File: config.mk
export PLATFORM = sky130hd
export DESIGN_NAME = fpu_fwd_unit
export DESIGN_NICKNAME = d
export VERILOG_FILES = /design/src/rtl/fpu_fwd_pkg.sv /design/src/rtl/fwd_regfile.sv /design/src/rtl/fwd_select.sv /design/src/rtl/fpu_fwd_unit.sv
export SDC_FILE = /design/constraint.sdc
export NUM_CORES = 1
export LEC_CHECK = 0
export BUFFER_PORTS_ARGS = -buffer_cell sky130_fd_sc_hd__buf_2
export CAP_MARGIN = 30
export CORE_MARGIN = 2
export CORE_UTILIZATION = 35
export CTS_BUF_LIST = sky130_fd_sc_hd__clkbuf_16
export CTS_CLUSTER_DIAMETER = 120
export DETAILED_ROUTE_END_ITERATION = 6
export HOLD_SLACK_MARGIN = 0.06
export PLACE_DENSITY_LB_ADDON = 0.12
export SYNTH_ARGS = -nofsm -noshare
export SYNTH_HDL_FRONTEND = slang
export SYNTH_SLANG_ARGS = --single-unit
File: constraint.sdc
create_clock -name clk -period 3.75 [get_ports clk]
set_input_delay 0.1875 -clock clk [delete_from_list [all_inputs] [get_ports clk]]
set_output_delay 0.1875 -clock clk [all_outputs]
set_load 0.02 [all_outputs]
File: src/rtl/fpu_fwd_pkg.sv
package fpu_fwd_pkg;
  parameter int unsigned FW_DATA = 32;
  parameter int unsigned FW_REGS = 8;
  localparam int unsigned FW_RIDX = $clog2(FW_REGS);
  localparam int unsigned FW_STAGES = 4;
  localparam int ST_R2 = 0;
  localparam int ST_E1 = 1;
  localparam int ST_E2 = 2;
  localparam int ST_E3 = 3;
  localparam logic [FW_DATA-1:0] FW_BIAS = FW_DATA'(32'h0000_9E37);

  typedef enum logic [1:0] {
    OP_NOP   = 2'd0,
    OP_SHORT = 2'd1,
    OP_LONG  = 2'd2,
    OP_MOVE  = 2'd3
  } fw_op_e;

  typedef struct packed {
    logic               vld;
    fw_op_e             op;
    logic [FW_RIDX-1:0] idx;
    logic [FW_DATA-1:0] data;   // operand until dvld, then result
    logic               dvld;
  } fw_slot_t;

  // placeholder arithmetic: 5*a + bias
  function automatic logic [FW_DATA-1:0] fw_result(input logic [FW_DATA-1:0] a);
    return (a << 2) + a + FW_BIAS;
  endfunction

  function automatic logic fw_is_prod(input fw_op_e op);
    return (op == OP_SHORT) || (op == OP_LONG);
  endfunction

  // does a producer get its result when it enters stage dst
  function automatic logic fw_ready_on_entry(input fw_op_e op, input int dst, input logic safe);
    if (dst == ST_E2) return (op == OP_SHORT) && !safe;
    if (dst == ST_E3) return fw_is_prod(op);
    return 1'b0;
  endfunction
endpackage

File: src/rtl/fwd_regfile.sv
module fwd_regfile #(
  parameter int unsigned NREG = 8,
  parameter int unsigned DW   = 32,
  parameter int unsigned IW   = $clog2(NREG)
) (
  input  logic          clk,
  input  logic          rst_n,
  input  logic          we,
  input  logic [IW-1:0] waddr,
  input  logic [DW-1:0] wdata,
  input  logic [IW-1:0] raddr,
  output logic [DW-1:0] rdata
);
  logic [DW-1:0] mem_q [NREG];

  always_ff @(posedge clk) begin
    if (!rst_n) begin
      for (int i = 0; i < NREG; i++) mem_q[i] <= '0;
    end else if (we) begin
      mem_q[waddr] <= wdata;
    end
  end

  assign rdata = mem_q[raddr];
endmodule

File: src/rtl/fwd_select.sv
module fwd_select
  import fpu_fwd_pkg::*;
(
  input  fw_slot_t              slots_i [FW_STAGES],
  input  logic [FW_RIDX-1:0]    src_i,
  input  logic [FW_DATA-1:0]    rf_data_i,
  output logic [FW_DATA-1:0]    opnd_o,
  output logic                  hit_o,
  output logic                  wait_o,
  output logic [FW_STAGES-1:0]  pick_o
);
  logic [FW_STAGES-1:0] match;
  logic [FW_STAGES-1:0] ready;

  for (genvar s = 0; s < FW_STAGES; s++) begin : g_match
    assign match[s] = slots_i[s].vld && fw_is_prod(slots_i[s].op) && (slots_i[s].idx == src_i);
    assign ready[s] = slots_i[s].dvld;
  end

  // lower index = younger; scan old to young so the youngest wins
  always_comb begin
    pick_o = '0;
    for (int s = FW_STAGES - 1; s >= 0; s--) begin
      if (match[s]) begin
        pick_o    = '0;
        pick_o[s] = 1'b1;
      end
    end
  end

  always_comb begin
    opnd_o = rf_data_i;
    for (int s = 0; s < FW_STAGES; s++) begin
      if (pick_o[s]) opnd_o = slots_i[s].data;
    end
  end

  assign hit_o  = |match;
  assign wait_o = |(pick_o & ~ready);
endmodule

File: src/rtl/fpu_fwd_unit.sv
module fpu_fwd_unit
  import fpu_fwd_pkg::*;
(
  input  logic               clk,
  input  logic               rst_n,
  input  logic               stall_i,
  input  logic               safe_mode_i,
  input  logic               issue_valid_i,
  input  logic [1:0]         issue_op_i,
  input  logic [FW_RIDX-1:0] issue_idx_i,
  input  logic [FW_DATA-1:0] issue_opnd_i,
  output logic               issue_ready_o,
  output logic               mv_valid_o,
  output logic [FW_DATA-1:0] mv_data_o
);
  fw_slot_t stg_q [FW_STAGES];
  fw_slot_t stg_d [FW_STAGES];

  fw_op_e               r1_op;
  logic                 advance;
  logic                 interlock;
  logic                 accept;
  logic                 accept_move;
  logic                 retire;
  logic                 rf_we;
  logic                 fwd_hit;
  logic                 fwd_wait;
  logic [FW_DATA-1:0]   fwd_opnd;
  logic [FW_DATA-1:0]   rf_rdata;
  logic [FW_STAGES-1:0] fwd_pick;
  logic [FW_STAGES-1:0] occ;
  logic [FW_STAGES-1:0] dvld_vec;

  assign r1_op = fw_op_e'(issue_op_i);

  fwd_regfile #(.NREG(FW_REGS), .DW(FW_DATA), .IW(FW_RIDX)) u_rf (
    .clk   (clk),
    .rst_n (rst_n),
    .we    (rf_we),
    .waddr (stg_q[ST_E3].idx),
    .wdata (stg_q[ST_E3].data),
    .raddr (issue_idx_i),
    .rdata (rf_rdata)
  );

  fwd_select u_sel (
    .slots_i   (stg_q),
    .src_i     (issue_idx_i),
    .rf_data_i (rf_rdata),
    .opnd_o    (fwd_opnd),
    .hit_o     (fwd_hit),
    .wait_o    (fwd_wait),
    .pick_o    (fwd_pick)
  );

  assign advance       = !stall_i;
  assign interlock     = issue_valid_i && (r1_op == OP_MOVE) && fwd_wait;
  assign issue_ready_o = advance && !interlock;
  assign accept        = issue_valid_i && issue_ready_o;
  assign accept_move   = accept && (r1_op == OP_MOVE);
  assign retire        = advance && stg_q[ST_E3].vld;
  assign rf_we         = retire && fw_is_prod(stg_q[ST_E3].op);
  assign mv_valid_o    = retire && (stg_q[ST_E3].op == OP_MOVE);
  assign mv_data_o     = stg_q[ST_E3].data;

  for (genvar s = 0; s < FW_STAGES; s++) begin : g_obs
    assign occ[s]      = stg_q[s].vld;
    assign dvld_vec[s] = stg_q[s].dvld;
  end

  always_comb begin
    stg_d[ST_R2] = '0;
    if (accept) begin
      stg_d[ST_R2].vld  = 1'b1;
      stg_d[ST_R2].op   = r1_op;
      stg_d[ST_R2].idx  = issue_idx_i;
      stg_d[ST_R2].data = (r1_op == OP_MOVE) ? fwd_opnd : issue_opnd_i;
      stg_d[ST_R2].dvld = (r1_op == OP_MOVE);
    end
    for (int s = 1; s < FW_STAGES; s++) begin
      stg_d[s] = stg_q[s-1];
      if (stg_q[s-1].vld && !stg_q[s-1].dvld &&
          fw_ready_on_entry(stg_q[s-1].op, s, safe_mode_i)) begin
        stg_d[s].data = fw_result(stg_q[s-1].data);
        stg_d[s].dvld = 1'b1;
      end
    end
  end

  always_ff @(posedge clk) begin
    if (!rst_n) begin
      for (int s = 0; s < FW_STAGES; s++) stg_q[s] <= '0;
    end else if (advance) begin
      for (int s = 0; s < FW_STAGES; s++) stg_q[s] <= stg_d[s];
    end
  end
endmodule

==> metrics.md <==
| Metric | Value |
|---|---|
| Status | `complete, no violations` |
| Setup crit end | `issue_ready_o` |
| Register-to-Register Path Depth | `12` |
| Pre-CTS setup slack | `495 ps` |
| Mean Syn Cell Area | `11.0 um^2` |
| Static leakage | `0.0106 uW` |
| Fmax | `297 MHz` |
| RSZ-0062 raised after global routing | `false` |
| Num CTS Buffers | `50` |
| Largest fanout on the critical path | `23` |
| WS Path Type | `input port to primary output` |
| Hold violation count in the final report | `0` |
| Worst flop-to-flop path startpoint | `stg_q[43]` |
| Slew headroom | `37.9%` |
| Yosys reg bits | `412` |
| P per Cell Area | `423 nW/um^2` |
| WP data required | `3560 ps` |
| VDD IR max | `0.000306 V` |
| Tcrit/Tclk final | `89.7%` |
| Ys Warns | `0` |
| Share of layout cells above drive strength 1 | `15.9%` |
| Initial antenna violation count | `0` |
| IO buf count | `75` |
| CTS Buffer Depth | `3` |
| Vias in the first global route | `16600` |
| Total core area | `64200 um^2` |
| Worst-Margin Slew | `932 ps` |
| Rows | `93` |
| Congestion Overflow GR | `0` |
| DRC viols | `0` |
| First-pass GRT wire length | `110 mm` |
| Post-synth EDFFs | `256` |
| Via-to-Cell Ratio | `5.50` |
| Post-layout util | `40.5%` |
| H-tree depth | `2` |
| Die Height | `258 um` |
| Die width | `258 um` |
| Routing usage on met2 | `35.0%` |
| Most frequent cells in the layout | `and2_1, edfxtp_1, dfxtp_1` |
| GPL Wtd Cong | `0.854` |
| Crit start category | `input port` |
| Layer with the highest usage | `met2` |
| Worst hold-check path type | `input port to register` |
| GR Util met3 | `2.72%` |
| Tot GR Track Use | `22.0%` |
| Clock insertion delay at the later pin of the skew report | `620 ps` |
| CTS tree | `yes` |
| Antenna viol nets, final | `0` |
| WL final | `73.7 mm` |
| Ys flop type | `edfxtp_1` |
| Most common cell after layout, fill and taps aside | `and2_1` |
| Post-DP HPWL | `48.5 mm` |
| Wire per inst | `24.4 um` |
| Area grow syn2layout | `15.0%` |
| Final critical-path required period | `3360 ps` |
| Clock skew | `21.3 ps` |
| Synth Instances | `2059` |
| Register area | `10800 um^2` |
| Max_cap viols | `0` |
| Full die area | `66700 um^2` |
| Nets | `2289` |
| CTS Sinks | `412` |
| Setup ws final | `386 ps` |
| Syn Nets | `2223` |
| Vias | `16600` |
| Post-CTS Resized | `0` |
| Ports | `76` |
| Critical R2R Capture | `mv_data_o[29]` |
| Post-synthesis sequential area ratio | `47.8%` |
| Synthesized area | `22600 um^2` |
| Endpoint class of the critical path | `primary output` |
| Asr flop ratio synth | `0%` |
| R2R Setup Slk | `420 ps` |
| Clock transition at the registers of the reported paths | `70 ps` |
| Initial Utilization | `35.2%` |
| Area of the multi-input gates | `10900 um^2` |
| Setup violators final | `0` |
| Max-slew violations | `0` |
| Yosys cell types | `72` |
| Initial detailed-routing violation count | `1210` |
| Total iterations of the first detailed-routing run | `7` |
| Fill cells | `6303` |
| Arrival time worst endpoint | `3180 ps` |
| Clock root buffer | `clkbuf_16` |
| Postcts setup bufs | `0` |
| Largest net degree at the start of global routing | `53` |
| GRT met1 Usage | `31.5%` |
| Crit path from | `issue_idx_i[0]` |
[timing repair]
| action | CTS | global route |
|---|---|---|
| hold buffers | 38 | 0 |
| setup endpoints to repair | 0 | 0 |
| endpoints found under the hold margin | 44 | 0 |
[cell families (layout without fill, tap and decap cells)]
kind of cell | after synthesis | count (layout) | share of synthesized area, %
and+or+nand+nor | 561 | 561 | 13.2
AOI/OAI and AO/OA | 511 | 511 | 14.6
other | 0 | 2 | 0
xor gates and xnor gates | 68 | 68 | 2.63
adders and majority gates | 122 | 122 | 6.81
buffers and inverters | 233 | 340 | 4.57
muxes | 152 | 152 | 10.4
DFF | 412 | 412 | 47.8
[cells in the mapped netlist (3+ instances only)]
library cell / n / area (um^2)
and2_1: 261 / 1630
edfxtp_1: 256 / 7690
dfxtp_1: 156 / 3120
a21oi_1: 134 / 671
ha_1: 120 / 1500
nand2_1: 112 / 420
nor2_1: 106 / 398
clkbuf_1: 93 / 349
o21ai_0: 85 / 425
inv_1: 73 / 274
o22ai_1: 65 / 407
mux4_2: 64 / 1440
mux2i_1: 56 / 561
a211oi_1: 52 / 390
xnor2_1: 42 / 368
a22o_1: 40 / 350
buf_4: 33 / 248
mux2_2: 32 / 360
a21o_1: 29 / 218
xor2_1: 26 / 228
o21ai_1: 17 / 85.1
buf_2: 16 / 80.1
buf_1: 15 / 56.3
a31oi_1: 14 / 87.6
and3_1: 14 / 87.6
nand3_1: 13 / 65.1
nand2b_1: 11 / 68.8
a32oi_1: 10 / 87.6
nor3_1: 10 / 50.1
a311oi_1: 8 / 70.1
o21bai_1: 7 / 52.6
nor4_1: 6 / 37.5
a221oi_1: 5 / 43.8
a211o_1: 4 / 35.0
a41oi_1: 4 / 35.0
nand4_1: 4 / 25.0
nor2b_1: 4 / 25.0
o211a_1: 4 / 40.0
o211ai_1: 4 / 30.0
o31ai_1: 4 / 30.0
a31o_2: 3 / 26.3
a41o_1: 3 / 30.0
and4_1: 3 / 26.3
nor3b_1: 3 / 22.5
[stage by stage]
stage	std cells	instance area, um^2	total power, uW	hold WS (ps)	setup TNS, ps
2_1_floorplan	2059	22600	5780	313	-9830
3_3_place_gp	2890	24000	6150	440	0
3_5_place_dp	2890	24000	6150	447	0
4_1_cts	3021	26000	11100	162	0
5_1_grt	3021	26000	11400	217	0
6_report	3023	26000	11000	185	0
[area by class of cell]
| cell class | instances | share of cell area [%] |
|---|---|---|
| Clock inverter | 41 | 1.35 |
| Inverter | 74 | 1.07 |
| Sequential cell | 412 | 41.5 |
| Multi-Input combinational cell | 1414 | 42.0 |
| Clock buffer | 52 | 5.00 |
| Timing Repair Buffer | 173 | 4.94 |
| Antenna cell | 2 | 0.0192 |
| Tap cell | 855 | 4.11 |
[routing by layer]
layer | up-vias | routed length (um)
li1 | 7718 | -
met2 | 446 | 33400
met5 | - | 0
met1 | 8388 | 34700
met4 | 0 | 1960
met3 | 85 | 3530
[how the worst min path moves through the flow]
stage	startpoint	endpoint	slack, ps	cells past startpoint
floorplan	issue_op_i[0]	stg_d[114]	310	1
global placement	issue_op_i[0]	stg_d[114]	440	2
detailed placement	issue_op_i[1]	stg_d[115]	450	2
CTS	stall_i	dvld_vec[3]	160	3
global route	stall_i	dvld_vec[3]	220	3
finish	stall_i	mv_data_o[23]	180	3
[sequential cells by signal, summed over array words and instances, names as in the netlist]
signal / count
stg_q: 69
dvld_vec: 4
u_rf.mem_q: 256
occ: 4
stg_d: 47
mv_data_o: 32
[worst max-delay path, cell delays in order]
cell and delay, ps:
dlygate4sd3_1 520, buf_4 160, buf_4 450, xnor2_1 180, nand3_1 210, o21ai_1 410, o22ai_1 180, a21oi_1 240
mux2i_1 190, a31oi_1 230, buf_2 190
[power by group]
group | total (uW) | leakage, uW | switching (uW) | internal (uW)
Clock | 4930 | 0.000880 | 2070 | 2860
Combinational | 1020 | 0.00580 | 606 | 416
Sequential | 5060 | 0.00391 | 113 | 4940
Power figures use the tool's default switching activity.
